### src/rtl/lb_bridge_pkg.sv
package lb_bridge_pkg;

    typedef enum logic [2:0] {
        ST_IDLE,
        ST_ALIGN,
        ST_STROBE,
        ST_WAIT,
        ST_DONE
    } lb_state_e;

    localparam int unsigned STROBE_LCYC = 2;

endpackage

### src/rtl/lb_phase_gen.sv
module lb_phase_gen (
    input  logic clk,
    input  logic rst_n,
    output logic lb_clk_o,
    output logic lrise_o
);

    logic phase_d, phase_q;

    always_comb begin
        phase_d = ~phase_q;
    end

    always_ff @(posedge clk or negedge rst_n) begin
        if (!rst_n) phase_q <= 1'b0;
        else        phase_q <= phase_d;
    end

    assign lb_clk_o = phase_q;
    // the coming edge raises the local clock when it is currently low
    assign lrise_o  = ~phase_q;

endmodule

### src/rtl/lb_seq_fsm.sv
module lb_seq_fsm
    import lb_bridge_pkg::*;
#(
    parameter int unsigned STROBE_CYC = STROBE_LCYC
) (
    input  logic clk,
    input  logic rst_n,
    input  logic req_i,
    input  logic we_i,
    input  logic lrise_i,
    input  logic lb_rdy_n_i,
    output logic accept_o,
    output logic capture_o,
    output logic ads_n_o,
    output logic oe_o,
    output logic rdy_n_o,
    output logic size_n_o
);

    localparam int unsigned CW = (STROBE_CYC > 1) ? $clog2(STROBE_CYC) : 1;
    localparam logic [CW-1:0] CNT_LAST = CW'(STROBE_CYC - 1);

    typedef struct packed {
        lb_state_e     state;
        logic [CW-1:0] cnt;
        logic          ads_n;
        logic          oe;
        logic          rdy_n;
        logic          size_n;
    } seq_t;

    seq_t seq_d, seq_q;

    always_comb begin
        seq_d     = seq_q;
        accept_o  = 1'b0;
        capture_o = 1'b0;
        unique case (seq_q.state)
            ST_IDLE: begin
                if (req_i) begin
                    accept_o    = 1'b1;
                    seq_d.state = ST_ALIGN;
                end
            end
            ST_ALIGN: begin
                if (lrise_i) begin
                    seq_d.ads_n = 1'b0;
                    seq_d.oe    = we_i;
                    seq_d.cnt   = '0;
                    seq_d.state = ST_STROBE;
                end
            end
            ST_STROBE: begin
                if (lrise_i) begin
                    if (seq_q.cnt == CNT_LAST) begin
                        seq_d.ads_n = 1'b1;
                        seq_d.state = ST_WAIT;
                    end else begin
                        seq_d.cnt = seq_q.cnt + 1'b1;
                    end
                end
            end
            ST_WAIT: begin
                if (lrise_i && !lb_rdy_n_i) begin
                    capture_o    = 1'b1;
                    seq_d.oe     = 1'b0;
                    seq_d.rdy_n  = 1'b0;
                    seq_d.size_n = 1'b0;
                    seq_d.state  = ST_DONE;
                end
            end
            ST_DONE: begin
                seq_d.rdy_n  = 1'b1;
                seq_d.size_n = 1'b1;
                seq_d.state  = ST_IDLE;
            end
            default: seq_d.state = ST_IDLE;
        endcase
    end

    always_ff @(posedge clk or negedge rst_n) begin
        if (!rst_n) begin
            seq_q.state  <= ST_IDLE;
            seq_q.cnt    <= '0;
            seq_q.ads_n  <= 1'b1;
            seq_q.oe     <= 1'b0;
            seq_q.rdy_n  <= 1'b1;
            seq_q.size_n <= 1'b1;
        end else begin
            seq_q <= seq_d;
        end
    end

    assign ads_n_o  = seq_q.ads_n;
    assign oe_o     = seq_q.oe;
    assign rdy_n_o  = seq_q.rdy_n;
    assign size_n_o = seq_q.size_n;

endmodule

### src/rtl/lb_data_path.sv
module lb_data_path #(
    parameter int unsigned ADDR_W = 32,
    parameter int unsigned DATA_W = 32
) (
    input  logic              clk,
    input  logic              rst_n,
    input  logic              accept_i,
    input  logic              capture_i,
    input  logic              cpu_we_i,
    input  logic [ADDR_W-1:0] cpu_addr_i,
    input  logic [DATA_W-1:0] cpu_wdata_i,
    input  logic [DATA_W-1:0] lb_rdata_i,
    output logic              we_o,
    output logic [ADDR_W-1:0] addr_o,
    output logic [DATA_W-1:0] wdata_o,
    output logic [DATA_W-1:0] rdata_o
);

    typedef struct packed {
        logic              we;
        logic [ADDR_W-1:0] addr;
        logic [DATA_W-1:0] wdata;
        logic [DATA_W-1:0] rdata;
    } dp_t;

    dp_t dp_d, dp_q;

    always_comb begin
        dp_d = dp_q;
        if (accept_i) begin
            dp_d.we    = cpu_we_i;
            dp_d.addr  = cpu_addr_i;
            dp_d.wdata = cpu_wdata_i;
        end
        if (capture_i && !dp_q.we) begin
            dp_d.rdata = lb_rdata_i;
        end
    end

    always_ff @(posedge clk or negedge rst_n) begin
        if (!rst_n) dp_q <= '0;
        else        dp_q <= dp_d;
    end

    assign we_o    = dp_q.we;
    assign addr_o  = dp_q.addr;
    assign wdata_o = dp_q.wdata;
    assign rdata_o = dp_q.rdata;

endmodule

### src/rtl/lb_bridge.sv
module lb_bridge
    import lb_bridge_pkg::*;
#(
    parameter int unsigned ADDR_W     = 32,
    parameter int unsigned DATA_W     = 32,
    parameter int unsigned STROBE_CYC = STROBE_LCYC
) (
    input  logic              clk,
    input  logic              rst_n,
    input  logic              cpu_req,
    input  logic              cpu_we,
    input  logic [ADDR_W-1:0] cpu_addr,
    input  logic [DATA_W-1:0] cpu_wdata,
    output logic [DATA_W-1:0] cpu_rdata,
    output logic              cpu_rdy_n,
    output logic              cpu_size32_n,
    output logic              lb_clk,
    output logic              lb_ads_n,
    output logic              lb_wr,
    output logic [ADDR_W-1:0] lb_addr,
    output logic [DATA_W-1:0] lb_wdata,
    output logic              lb_wdata_oe,
    input  logic [DATA_W-1:0] lb_rdata,
    input  logic              lb_rdy_n
);

    logic lrise;
    logic accept;
    logic capture;
    logic we_lat;

    lb_phase_gen u_phase (
        .clk      (clk),
        .rst_n    (rst_n),
        .lb_clk_o (lb_clk),
        .lrise_o  (lrise)
    );

    lb_seq_fsm #(
        .STROBE_CYC (STROBE_CYC)
    ) u_seq (
        .clk        (clk),
        .rst_n      (rst_n),
        .req_i      (cpu_req),
        .we_i       (we_lat),
        .lrise_i    (lrise),
        .lb_rdy_n_i (lb_rdy_n),
        .accept_o   (accept),
        .capture_o  (capture),
        .ads_n_o    (lb_ads_n),
        .oe_o       (lb_wdata_oe),
        .rdy_n_o    (cpu_rdy_n),
        .size_n_o   (cpu_size32_n)
    );

    lb_data_path #(
        .ADDR_W (ADDR_W),
        .DATA_W (DATA_W)
    ) u_dp (
        .clk         (clk),
        .rst_n       (rst_n),
        .accept_i    (accept),
        .capture_i   (capture),
        .cpu_we_i    (cpu_we),
        .cpu_addr_i  (cpu_addr),
        .cpu_wdata_i (cpu_wdata),
        .lb_rdata_i  (lb_rdata),
        .we_o        (we_lat),
        .addr_o      (lb_addr),
        .wdata_o     (lb_wdata),
        .rdata_o     (cpu_rdata)
    );

    assign lb_wr = we_lat;

endmodule

### config.mk
export PLATFORM = sky130hd
export DESIGN_NAME = lb_bridge
export DESIGN_NICKNAME = d
export VERILOG_FILES = /design/src/rtl/lb_bridge_pkg.sv /design/src/rtl/lb_phase_gen.sv /design/src/rtl/lb_seq_fsm.sv /design/src/rtl/lb_data_path.sv /design/src/rtl/lb_bridge.sv
export SDC_FILE = /design/constraint.sdc
export NUM_CORES = 1
export LEC_CHECK = 0
export ABC_AREA = 1
export BUFFER_PORTS_ARGS = -buffer_cell sky130_fd_sc_hd__buf_4
export CAP_MARGIN = 15
export CORE_UTILIZATION = 50
export DETAILED_ROUTE_END_ITERATION = 10
export PLACE_DENSITY_LB_ADDON = 0.3
export SLEW_MARGIN = 20
export SYNTH_ARGS = -nofsm -noshare
export SYNTH_HDL_FRONTEND = slang
export SYNTH_HIERARCHICAL = 1
export SYNTH_SLANG_ARGS = --single-unit
### constraint.sdc
create_clock -name clk -period 5.5 [get_ports clk]
set_clock_uncertainty 0.2 [all_clocks]
set_input_delay 0.275 -clock clk [delete_from_list [all_inputs] [get_ports clk]]
set_output_delay 0.275 -clock clk [all_outputs]
set_load 0.01 [all_outputs]
==> flow_summary_export.csv <==
group,metric,value,unit
global_routing,grt_max_degree,69,
drt,first_pass_iters,5,
timing,setup_violations,0,
placement,gp_routability_congestion,0.856,
clock_network,clk_pin_slew_worst_paths,90,ps
synth,syn_nets,573,
floorplanning,die_area,0.00886,mm^2
global_routing,overflow,0,
timing,setup_tns,0,ps
setup_path,reg2reg_slack,3230,ps
global_routing,antenna_found_initial,0,
synth,ys_seq_area_share,62.0,%
timing,hold_violations,0,
min_path,holdPathEnd,"u_dp/rdata_o[31]$_DFFE_PN0P_",
clock_network,post_cts_buffers,0,
timing,worstMarginPinSlew,677,ps
status,outcome,"complete, no violations",
timing,finalCriticalPeriod,2270,ps
drt,viasPerCell,4.98,
clock_network,clk_latency,360,ps
setup_path,r2r_cells,7,
clock_network,cts_sinks,105,
finish,drive_gt1_share,30.3,%
power_and_ir_drop,peakVddDrop,0.331,mV
drt,drcViolationCount,0,
min_path,hold_start,"lb_rdata[31]",
floorplanning,coreArea,0.00822,mm^2
clock_network,cts_tree,"yes",
drt,drt_iter0_drc,220,
min_path,holdPathStages,3,
floorplanning,fp-row-count,33,
global_routing,use_met3,8.41,%
finish,syn2layout_area_growth,63.7,%
synth,syn-cell-area,0.00424,mm^2
setup_path,cp-start-kind,"flop",
setup_path,critPathArrivalTime,2310,ps
power_and_ir_drop,p_leak,3.63,nW
global_routing,gr-max-usage-layer,"met2",
timing,rsz0062_at_grt,"false",
clock_network,cts_root_buffer,"clkbuf_8",
finish,utilization,84.5,%
setup_path,critical_path.reg2reg.startpoint,"u_seq/seq_q[7]$_DFFE_PN0P_",
clock_network,numCtsBuffers,9,
drt,ant_nets,0,
placement,port_buffers,202,
finish,fillers,405,
run,drv_cap,0,
global_routing,grt_pass1_wl,21000,um
global_routing,grtUsageMet1,37.0,%
floorplanning,dieWidth,94.1,um
global_routing,first_global_vias,4351,
setup_path,end_kind,"flop",
global_routing,grt.total_usage,31.7,%
clock_network,cts_resized,0,
synth,yosysWarnings,6,
timing,fmax,441,MHz
floorplanning,die_y,94.1,um
timing,hold_slack,36.7,ps
finish,final_cell_mix,"buf_4, nand2_1, dfrtp_1, dlygate4sd3_1, inv_1",
placement,place_ws,3320,ps
setup_path,startpoint,"u_seq/seq_q[7]$_DFFE_PN0P_",
timing,relSlewSlack,54.9,%
drt,wl_per_cell,16.2,um
setup_path,required,5540,ps
timing,worst_slack,3230,ps
clock_network,cts_max_level,3,
global_routing,use_met2,55.2,%
setup_path,reg2reg_to,"u_dp/rdata_o[28]$_DFFE_PN0P_",
floorplanning,io_pins,203,
power_and_ir_drop,finalPower,3.38,mW
placement,hpwl,7320,um
floorplanning,initial_core_util,51.6,%
setup_path,crit_type,"reg -> reg",
synth,yosysUniqueCellTypes,23,
synth,ys_ff_latch,105,
min_path,hold_class,"in -> reg",
finish,fin_nets,861,
setup_path,critPathMaxFanout,33,
finish,antenna_cells,0,
timing,slew_viol_final,0,
clock_network,cts_buffer_depth,2,
drt,wl,14100,um
drt,via_count,4332,
power_and_ir_drop,power_density,486,mW/mm^2
synth,syn_inst,472,
synth,synth.avg_cell_area,8.99,um^2
timing,timing.final.crit_share,41.2,%
finish,final_common_cell,"buf_4",
[power by group]
group | switching, mW | internal (mW)
Clock | 0.259 | 0.256
Combinational | 0.781 | 0.685
Sequential | 0.256 | 1.14
Total | 1.30 | 2.08
[sequential cells by signal, indices dropped and copies added, names as in the netlist]
name              flops
u_dp/addr_o          32
u_seq/oe_o            1
u_seq/rdy_n_o         1
u_phase/lb_clk_o      1
u_dp/wdata_o         32
u_dp/we_o             1
u_dp/rdata_o         32
u_seq/seq_q           4
u_seq/ads_n_o         1
[area by class of cell]
cell class	count	area, um^2	area share (%)
clock buffer	11	131	1.89
multi-input combinational	265	1170	16.8
inverter	76	285	4.11
tap	105	131	1.89
sequential	105	2630	37.9
timing repair buffer	303	2520	36.3
clock inverter	5	80.1	1.15
[cell usage after synthesis]
cell / number / area [um^2]
nand2_1: 144 / 541
dfrtp_1: 103 / 2580
inv_1: 73 / 274
o21ai_0: 66 / 330
nand3_1: 40 / 200
buf_4: 11 / 82.6
buf_2: 7 / 35.0
nor2_1: 4 / 15.0
clkbuf_1: 3 / 11.3
clkbuf_2: 3 / 15.0
inv_2: 3 / 11.3
buf_6: 2 / 22.5
dfstp_2: 2 / 52.6
nand2_2: 2 / 12.5
a21oi_1: 1 / 5.00
nand3_2: 1 / 10.0
nand4_1: 1 / 6.26
nor2_2: 1 / 6.26
nor2_4: 1 / 11.3
nor3_1: 1 / 5.00
nor4_1: 1 / 6.26
o21ai_1: 1 / 5.00
o22ai_1: 1 / 6.26
[worst max path at each step]
stage | to | slack (ps) | cells after the start
6_report | u_dp/rdata_o[28]$_DFFE_PN0P_ | 3230 | 7
5_1_grt | u_dp/rdata_o[28]$_DFFE_PN0P_ | 3140 | 7
4_1_cts | u_dp/rdata_o[22]$_DFFE_PN0P_ | 3300 | 7
3_5_place_dp | u_dp/rdata_o[22]$_DFFE_PN0P_ | 3320 | 7
3_3_place_gp | u_dp/rdata_o[28]$_DFFE_PN0P_ | 3480 | 7
2_1_floorplan | u_dp/addr_o[24]$_DFFE_PN0P_ | 3750 | 5
[repair_timing]
action,in CTS,in global routing
endpoints found under the setup margin,0,0
hold endpoints to repair,148,0
hold buffers,97,0
[worst max-delay path, cell delays in order, from the launching register on]
cell	delay, ps
dfrtp_1	490
inv_2	110
nand3_1	160
nor2_2	130
buf_4	340
nand2_2	430
nand2_1	200
nand2_1	80
[cell families (layout without fill, tap and decap cells)]
logic type	after synthesis	in the layout	share of synthesized area, %
AOI/OAI and AO/OA	69	69	8.17
and+or+nand+nor	196	196	19.2
buffers and inverters	102	395	10.6
DFF	105	105	62.0
[per-stage QoR]
step	cell area [um^2]	cells
final	6940	870
after global routing	6940	870
after CTS	6940	870
after detailed placement	5760	757
after global placement	5760	757
after floorplan	4240	472
[metal layers]
layer / part of all wire [%] / wire length, um
met2: 51 / 7150
met5: 0 / 0
met1: 38 / 5370
met4: 2.4 / 332
met3: 8.6 / 1210
Note: power is estimated with default switching activity, not from simulation.
